**src/rtl/thermo_alarm_pkg.sv**
```systemverilog
package thermo_alarm_pkg;
  localparam int unsigned CFG_SD     = 0;
  localparam int unsigned CFG_INTR   = 1;
  localparam int unsigned CFG_POL    = 2;
  localparam int unsigned CFG_FLT_LO = 3;
  localparam int unsigned CFG_RES_LO = 5;
  localparam int unsigned CNT_W      = 3;

  typedef enum logic [1:0] {
    PH_WATCH_HI = 2'd0,
    PH_HI_SET   = 2'd1,
    PH_WATCH_LO = 2'd2,
    PH_LO_SET   = 2'd3
  } phase_e;

  function automatic logic [CNT_W-1:0] need_of(input logic [1:0] f);
    case (f)
      2'd0:    return CNT_W'(1);
      2'd1:    return CNT_W'(2);
      2'd2:    return CNT_W'(4);
      default: return CNT_W'(6);
    endcase
  endfunction
endpackage

```
**src/rtl/thermo_res_mask.sv**
```systemverilog
module thermo_res_mask #(
  parameter int unsigned TW       = 16,
  parameter int unsigned MIN_BITS = 9
) (
  input  logic [1:0]    res_i,
  input  logic [TW-1:0] val_i,
  output logic [TW-1:0] val_o
);
  // lowest kept bit at coarsest resolution
  localparam int KEEP_LO = int'(TW) - int'(MIN_BITS);

  generate
    for (genvar i = 0; i < int'(TW); i++) begin : g_bit
      assign val_o[i] = ((i + int'(res_i)) >= KEEP_LO) ? val_i[i] : 1'b0;
    end
  endgenerate
endmodule

```
**src/rtl/thermo_fault_filter.sv**
```systemverilog
module thermo_fault_filter #(
  parameter int unsigned CNT_W = 3
) (
  input  logic             clk_i,
  input  logic             rst_ni,
  input  logic             clr_i,
  input  logic             step_i,
  input  logic             hit_i,
  input  logic [CNT_W-1:0] need_i,
  output logic             fire_o,
  output logic [CNT_W-1:0] cnt_o
);
  logic [CNT_W-1:0] cnt_q;
  logic [CNT_W:0]   cnt_nxt;

  assign cnt_nxt = {1'b0, cnt_q} + (CNT_W+1)'(1);
  assign fire_o  = step_i & hit_i & (cnt_nxt >= {1'b0, need_i});
  assign cnt_o   = cnt_q;

  always_ff @(posedge clk_i or negedge rst_ni) begin
    if (!rst_ni) begin
      cnt_q <= '0;
    end else if (clr_i) begin
      cnt_q <= '0;
    end else if (step_i) begin
      if (hit_i && !fire_o) cnt_q <= cnt_nxt[CNT_W-1:0];
      else                  cnt_q <= '0;
    end
  end
endmodule

```
**src/rtl/thermo_alarm_fsm.sv**
```systemverilog
module thermo_alarm_fsm
  import thermo_alarm_pkg::*;
(
  input  logic clk_i,
  input  logic rst_ni,
  input  logic intr_i,
  input  logic mode_chg_i,
  input  logic clr_req_i,
  input  logic samp_ok_i,
  input  logic below_i,
  input  logic fire_i,
  output logic watching_o,
  output logic watch_hi_o,
  output logic active_o,
  output logic flt_clr_o
);
  phase_e phase_q, phase_d;

  always_comb begin
    phase_d = phase_q;
    if (mode_chg_i) begin
      phase_d = PH_WATCH_HI;
    end else begin
      case (phase_q)
        PH_WATCH_HI: if (fire_i) phase_d = PH_HI_SET;
        PH_HI_SET: begin
          if (intr_i) begin
            if (clr_req_i) phase_d = PH_WATCH_LO;
          end else if (samp_ok_i && below_i) begin
            phase_d = PH_WATCH_HI;
          end
        end
        PH_WATCH_LO: if (fire_i) phase_d = PH_LO_SET;
        PH_LO_SET:   if (clr_req_i) phase_d = PH_WATCH_HI;
        default:     phase_d = PH_WATCH_HI;
      endcase
    end
  end

  always_ff @(posedge clk_i or negedge rst_ni) begin
    if (!rst_ni) phase_q <= PH_WATCH_HI;
    else         phase_q <= phase_d;
  end

  assign watch_hi_o = (phase_q == PH_WATCH_HI);
  assign watching_o = (phase_q == PH_WATCH_HI) || (phase_q == PH_WATCH_LO);
  assign active_o   = (phase_q == PH_HI_SET) || (phase_q == PH_LO_SET);
  assign flt_clr_o  = mode_chg_i | (intr_i & clr_req_i & active_o);
endmodule

```
**src/rtl/thermo_alarm.sv**
```systemverilog
module thermo_alarm
  import thermo_alarm_pkg::*;
#(
  parameter int unsigned TW       = 16,
  parameter int unsigned MIN_BITS = 9
) (
  input  logic          clk_i,
  input  logic          rst_ni,
  input  logic          sample_valid_i,
  input  logic [TW-1:0] sample_i,
  input  logic [TW-1:0] trip_hi_i,
  input  logic [TW-1:0] trip_lo_i,
  input  logic [7:0]    cfg_i,
  input  logic          reg_read_i,
  output logic          alarm_o
);
  localparam int unsigned NOPS = 3;

  logic [NOPS-1:0][TW-1:0] raw, kept;
  logic [1:0]       res;
  logic             sd, intr, pol, mode_q, mode_chg;
  logic             samp_ok, clr_req, above, below, hit;
  logic             watching, watch_hi, active, flt_clr, fire;
  logic [CNT_W-1:0] fault_need, fault_cnt;

  assign res  = cfg_i[CFG_RES_LO +: 2];
  assign sd   = cfg_i[CFG_SD];
  assign intr = cfg_i[CFG_INTR];
  assign pol  = cfg_i[CFG_POL];
  assign fault_need = need_of(cfg_i[CFG_FLT_LO +: 2]);

  assign raw[0] = sample_i;
  assign raw[1] = trip_hi_i;
  assign raw[2] = trip_lo_i;

  generate
    for (genvar k = 0; k < int'(NOPS); k++) begin : g_mask
      thermo_res_mask #(.TW(TW), .MIN_BITS(MIN_BITS)) u_mask (
        .res_i (res),
        .val_i (raw[k]),
        .val_o (kept[k])
      );
    end
  endgenerate

  assign above = $signed(kept[0]) > $signed(kept[1]);
  assign below = $signed(kept[0]) < $signed(kept[2]);

  always_ff @(posedge clk_i or negedge rst_ni) begin
    if (!rst_ni) mode_q <= 1'b0;
    else         mode_q <= intr;
  end

  assign mode_chg = intr ^ mode_q;
  assign samp_ok  = sample_valid_i & ~sd;
  assign clr_req  = reg_read_i | sd;

  thermo_alarm_fsm u_fsm (
    .clk_i      (clk_i),
    .rst_ni     (rst_ni),
    .intr_i     (intr),
    .mode_chg_i (mode_chg),
    .clr_req_i  (clr_req),
    .samp_ok_i  (samp_ok),
    .below_i    (below),
    .fire_i     (fire),
    .watching_o (watching),
    .watch_hi_o (watch_hi),
    .active_o   (active),
    .flt_clr_o  (flt_clr)
  );

  assign hit = watch_hi ? above : below;

  thermo_fault_filter #(.CNT_W(CNT_W)) u_filter (
    .clk_i  (clk_i),
    .rst_ni (rst_ni),
    .clr_i  (flt_clr),
    .step_i (samp_ok & watching),
    .hit_i  (hit),
    .need_i (fault_need),
    .fire_o (fire),
    .cnt_o  (fault_cnt)
  );

  assign alarm_o = pol ? active : ~active;
endmodule

```
**config.mk**
```make
export PLATFORM = sky130hd
export DESIGN_NAME = thermo_alarm
export DESIGN_NICKNAME = d
export VERILOG_FILES = /design/src/rtl/thermo_alarm_pkg.sv /design/src/rtl/thermo_res_mask.sv /design/src/rtl/thermo_fault_filter.sv /design/src/rtl/thermo_alarm_fsm.sv /design/src/rtl/thermo_alarm.sv
export SDC_FILE = /design/constraint.sdc
export NUM_CORES = 1
export LEC_CHECK = 0
export BUFFER_PORTS_ARGS = -buffer_cell sky130_fd_sc_hd__buf_2
export CAP_MARGIN = 5
export CORE_ASPECT_RATIO = 0.7
export CORE_MARGIN = 2
export CORE_UTILIZATION = 50
export CTS_CLUSTER_DIAMETER = 150
export DETAILED_ROUTE_END_ITERATION = 8
export PLACE_DENSITY_LB_ADDON = 0.05
export SYNTH_ARGS = -nofsm -noshare
export SYNTH_HDL_FRONTEND = slang
export SYNTH_HIERARCHICAL = 1
export SYNTH_SLANG_ARGS = --single-unit
```
**constraint.sdc**
```tcl
create_clock -name clk_i -period 2 [get_ports clk_i]
set_input_delay 0.2 -clock clk_i [delete_from_list [all_inputs] [get_ports clk_i]]
set_output_delay 0.2 -clock clk_i [all_outputs]
set_load 0.01 [all_outputs]
```
* After elaboration in Yosys (flattened, before gate mapping)
Cells that the tools add are included.
** Word-level totals
- Flip-flop bits (word level) :: 6
- Latch bits :: 0
- RAM bits :: 0
- ROM bits :: 0
- Input bits :: 60
- Output and inout port bits :: 1
- Logic and storage cells :: 130
- Memories :: 0
** Cells by class
- $add $sub $neg :: 16
- $mul :: 0
- Div/mod/pow operators :: 0
- Magnitude comparators :: 19
- Equality and inequality tests :: 10
- Shift operators :: 0
- Multiplexer cells :: 62
- Bitwise logic cells :: 11
- Reduce and logical (&&, ||, !) cells :: 9
** Operator list (count)
- $ge A32 B4 Y1 const B :: 15
- $mux W1 :: 50
- $add A4 B2 Y5 const A :: 8
- $add A3 B2 Y4 const A :: 4
- $gt A16 B16 Y1 :: 1
- $lt A16 B16 Y1 :: 1
- $mux W2 :: 7
- $mux W3 :: 3
- $ne A3 B1 Y1 const B :: 3
- $pmux W3 S3 :: 1
- $ne A4 B2 Y1 const B :: 2
- $pmux W2 S4 :: 1
- $add A2 B2 Y3 const A :: 2
- $and A1 B1 Y1 :: 6
- $eq A2 B2 Y1 const B :: 3
- $reduce_and A5 Y1 :: 1
- $add A3 B1 Y4 const B :: 1
- $eq A2 B1 Y1 const B :: 2
- $ge A4 B3 Y1 :: 1
- $logic_not A2 Y1 :: 2
- $add A1 B2 Y3 const A :: 1
- $ge A2 B3 Y1 const B :: 1
- $logic_and A1 B1 Y1 :: 2
- $logic_or A1 B1 Y1 :: 2
- 5 further kinds :: 7

* Depth between registers and ports, before layout
- Depth in word-level cells :: 12
- Mapped depth :: 16
- Depth with buffers taken out :: 16

* By module
Netlist, hierarchy kept.
** Modules (own cells, without submodules)
- thermo_alarm :: times used 1, cells each 119, area each 915.9 µm², seq. area each 25.0 µm²
- thermo_res_mask :: times used 3, cells each 28, area each 215.2 µm², seq. area each 0.0 µm²
- thermo_fault_filter :: times used 1, cells each 27, area each 242.7 µm², seq. area each 75.1 µm²
- thermo_alarm_fsm :: times used 1, cells each 15, area each 120.1 µm², seq. area each 50.0 µm²

* Worst setup path after synthesis
No wires, ideal clock.
- Path kind :: input to register
- Start :: input cfg_i[5]
- End :: register u_filter.cnt_q[2] (netlist: u_filter/cnt_o[2])
- Library setup time :: 64 ps
- Arrival :: 2520 ps
- Required time :: 1936 ps
- Path slack :: -584 ps
- Stages :: 14
- Path buffers :: 0
- Path through :: inv_1 ha_1 nor2b_1 o211a_1 ha_1 nor2b_1 o211ai_1 a2111oi_0 nor4_1 mux2i_1 o2bb2ai_2 nand2_1 a2111oi_2 a21o_1
** RTL lines
- start: declaration :: RTL line thermo_alarm.sv:13 : input logic [7:0] cfg_i,
- end signal: assignment :: RTL line thermo_fault_filter.sv:26 : if (hit_i && !fire_o) cnt_q <= cnt_nxt[CNT_W-1:0];
- end: declaration :: RTL line thermo_fault_filter.sv:13 : logic [CNT_W-1:0] cnt_q;

==> results.md <==
- The number of antenna violations at the first check in global routing is 0.
- In the final routed layout, each cell accounts on average for 12.0 um.
- Clock-pin slew was measured on the worst setup and hold paths at 0.04 ns.
- The maximum resistive drop on vdd is 0.335 mV.
- The number of global-route vias before repair was 1585.
- The area of the mapped netlist is 0.00192 mm2.
- The number of cells on the worst reg-to-reg path is 9.
- The number of routed nets with antenna violations is 0.
- The layout has 299 filler cells.
- For the finished layout, the period the worst path requires is 2.58 ns.
- The critical path startpoint category is an input port.
- The synthesized area per cell is 7.85 um2.
- Leaving out fill and tap cells, the most frequent cells in the layout are sky130_fd_sc_hd__buf_2 (54), sky130_fd_sc_hd__ha_1 (42), sky130_fd_sc_hd__inv_1 (37), sky130_fd_sc_hd__buf_4 (24), sky130_fd_sc_hd__nor2_1 (11).
- Data arrives at the worst endpoint at 2.68 ns.
- The detailed-router iteration count before antenna repair is 4.
- The synthesized netlist devotes 19.4% of its cell area to compound gates.
- Synthesis instantiated 46 different standard cells from the library.
- The routed design has 4210 um of wire.
- After detailed routing, the number of vias per cell comes to 4.86.
- The worst hold path startpoint is cfg_i[1].
- The post-placement cell area is 0.00229 mm2.
- Summed over all cells, the static leakage comes to 0.00138 uW.
- The hold path endpoint is mode_q.
- The critical-path maximum fanout is 6.
- Cells with a size suffix above 1 make up 40.5% of the layout.
- The post-placement setup slack is -0.996 ns.
- The final reports fail on setup timing.
- Input and output buffers added on the ports amount to 56.
- The final number of setup-violating endpoints is 4.
- The period utilization is 129%.
- The area added between synthesis and finish is 30.9%.
- Once the floorplan was initialized, standard cells occupied 53.4% of the core.
- The area share of and/or/nand/nor cells after synthesis is 17.6%.
- By area, the combinational part of the netlist is dominated by adder cells.
- The via total after detailed routing is 1705.
- The synthesized design contains 6 register bits.
- The area share of the leading cell type in the synthesized netlist is 32.5%.
- The library cell occupying the most area in the post-synthesis netlist is sky130_fd_sc_hd__ha_1.
- The reg-to-reg startpoint is u_filter/cnt_o[1].
- For this run, asynchronously set or reset flops after synthesis account for 100%.
- The floorplan step defined a die boundary enclosing 0.00437 mm2.
- Dividing total power by cell area gives a power density of 299 mW/mm2.
- The number of ports placed on the die boundary is 61.
- TritonCTS built the clock tree.
- The worst hold path cell count is 1.
- The worst register-to-register path has a setup slack of 0.09 ns.
- The global-route total usage across every layer is 19.0%.
- Timing would allow up to 0.388 GHz.
- The signal on the critical path passes through buf_12, inv_6, ha_4, nor2b_4, o211a_1, inv_2, ha_4, nor2b_4, o211ai_1, a2111oi_2, nor4_2, mux2i_1, o2bb2ai_2, nand2_2, nor2b_1, o22ai_1, nor2_1.
- The worst clock skew is 0.000818 ns.
- The core region area is 0.00360 mm2.
- During synthesis, Yosys emitted a total of 6 warnings.
- The kind of capture point of the worst setup path is a flop.
- The tightest hold margin is 0.150 ns.
- No sink is reached through more buffers than the 2 on the longest clock path.
- The count of flip-flops with a built-in enable after synthesis is 0.
- Yosys attributes the largest share of cell area to sky130_fd_sc_hd__ha_1 (33%), sky130_fd_sc_hd__buf_4 (11%), sky130_fd_sc_hd__inv_1 (8.6%).
- The flow ran to the end, but the final reports show violations.
- The total half-perimeter wirelength after legalization and detailed placement is 3640 um.
- The required arrival time at the worst endpoint is 2.11 ns.
- The longest individual stage delay on the worst path is 0.32 ns.
- The first global-routing pass estimated 6820 um of wire.
- Across all setup checks in the final design, the least slack found is -0.575 ns.
- The path type of the worst setup path is in2reg.
- CTS built an H-tree with a depth of 1.
- The class of the most critical hold timing path is in2reg.
- The post-synthesis adder-cell area fraction is 32.5%.
- The endpoint of the worst-slack reg-to-reg timing path is u_fsm/phase_q[0].
- The number of max-cap violations is 0.
- Entering global routing, the biggest net connects 9 pins.
- The latest clock arrival within the worst-skew pair is 0.22 ns.
- Measured along the x axis, the die boundary spans 78.2 um.
- Routability-driven placement finished with a final weighted congestion of 0.798.
- Measured on the finished design, the core utilization comes to 69.9%.
- The share of the Yosys chip area taken by registers is 7.80%.
- Clock tree synthesis selected as its root buffer the cell sky130_fd_sc_hd__clkbuf_8.
- The number of antenna diodes in the final layout is 0.
- The final hold violation count came to 0.
- The xor/xnor share of the synthesized area is 0.910%.
- The number of sinks on the clock net is 6.
- After technology mapping, the gate count stands at 245.
- The net total in the final layout is 413.
- The slowest stage of the critical path is the sky130_fd_sc_hd__nor4_2 cell.
- The number of slew-limit violations in the final report came to 0.
- The die height is 55.9 um.
- The number of DRC markers in iteration 0 is 49.
- The number of cell rows is 18.
- The dominant register cell in the synthesized netlist is sky130_fd_sc_hd__dfrtp_1.
- Clock tree synthesis inserted a total of 3 buffers.
- After detailed routing, the number of remaining DRC violations is 0.
- After global routing the overflow that remains totals 0.
- Setup repair after global routing could not meet its margin everywhere.
- The total negative slack is -2.10 ns.
- The multiplexer area fraction after synthesis is 1.24%.
- When the netlist entered floorplanning its net count stood at 355.
- Summing all non-filler instances in the final layout gives an area of 0.00252 mm2.
- The most common cell after layout, fill and taps aside is sky130_fd_sc_hd__buf_2.
## where the power goes
part           leakage, uW  internal, uW  total, uW  switching (uW)
registers        0.0000810           127        131            4.48
clock network    0.0000216           129        180            51.0
logic              0.00128           234        442             208
## cells in the mapped netlist, types with 2 or more instances
master,n
sky130_fd_sc_hd__o211a_1,3
sky130_fd_sc_hd__o21ai_0,2
sky130_fd_sc_hd__nand2b_1,9
sky130_fd_sc_hd__a21boi_0,3
sky130_fd_sc_hd__nand2_1,9
sky130_fd_sc_hd__buf_4,27
sky130_fd_sc_hd__a21o_1,6
sky130_fd_sc_hd__nand4_1,6
sky130_fd_sc_hd__a21oi_1,8
sky130_fd_sc_hd__nor2_1,11
sky130_fd_sc_hd__a21boi_1,3
sky130_fd_sc_hd__o31ai_1,2
sky130_fd_sc_hd__o21ai_1,2
sky130_fd_sc_hd__nand3_1,3
sky130_fd_sc_hd__inv_1,44
sky130_fd_sc_hd__a31oi_1,2
sky130_fd_sc_hd__conb_1,3
sky130_fd_sc_hd__clkbuf_1,3
sky130_fd_sc_hd__or2_2,2
sky130_fd_sc_hd__ha_1,50
sky130_fd_sc_hd__and2_1,4
sky130_fd_sc_hd__o21a_1,4
sky130_fd_sc_hd__and3_1,3
sky130_fd_sc_hd__dfrtp_1,6
sky130_fd_sc_hd__nor2b_1,9
## sequential cells by signal, summed over array words and instances, names as in the netlist
name            cells
u_fsm/phase_q       2
u_filter/cnt_o      3
mode_q              1
## final cells by class
type | instances | area (um2) | area share [%]
inverters | 44 | 200 | 7.95
well taps | 50 | 62.6 | 2.48
clock buffers | 3 | 41.3 | 1.64
multi-input cells | 164 | 1530 | 60.8
flip-flops and latches | 6 | 150 | 5.96
repair buffers | 84 | 534 | 21.2
## worst max path at each step
stage	startpoint	end	slack, ns	cells past startpoint
global route	cfg_i[6]	u_fsm/phase_q[0]	-0.72	17
global placement	cfg_i[6]	u_fsm/phase_q[0]	-0.97	17
floorplan	cfg_i[6]	u_fsm/phase_q[0]	-0.49	15
detailed placement	cfg_i[6]	u_fsm/phase_q[0]	-1.0	17
CTS	cfg_i[6]	u_filter/cnt_o[2]	-0.49	15
finish	cfg_i[6]	u_fsm/phase_q[0]	-0.58	17
## layer usage
layer  wire, um  up-vias  GRT usage (%)  part of all wire [%]
met5          0        -              0                     0
met3        201        0           2.60                   4.8
li1           -      911              -                     -
met4          0        0           1.50                     0
met2       1660       45           27.6                    39
met1       2350      749           30.5                    56
## worst max-delay path: cells and delay by family
kind | cells | cell delay [ns]
and+or+nand+nor | 6 | 0.77
AOI/OAI and AO/OA | 5 | 0.75
adders and majority gates | 2 | 0.42
muxes | 1 | 0.30
buffers and inverters | 3 | 0.23
## kinds of logic after synthesis
| logic type | Yosys count |
|---|---|
| other | 3 |
| adder cells (fa/ha/maj) | 50 |
| multiplexers | 2 |
| XOR/XNOR | 2 |
| buffers and inverters | 75 |
| AO/OA/AOI/OAI | 47 |
| flip-flops | 6 |
| AND/OR/NAND/NOR | 60 |
## per-stage QoR
step	total power, uW	instances
finish	754	351
global route	819	351
CTS	728	350
detailed placement	525	345
global placement	521	345
floorplan	400	245
## what timing repair did
| action | 4_1_cts | 5_1_grt |
|---|---|---|
| setup endpoints to repair | 4 | 4 |
| buffers inserted | 1 | 1 |
| pin swaps | 8 | 8 |
| endpoints found under the hold margin | 6 | 0 |
| hold buffers | 1 | 0 |
| gates resized for setup | 21 | 17 |
Note: power is estimated with default switching activity, not from simulation.
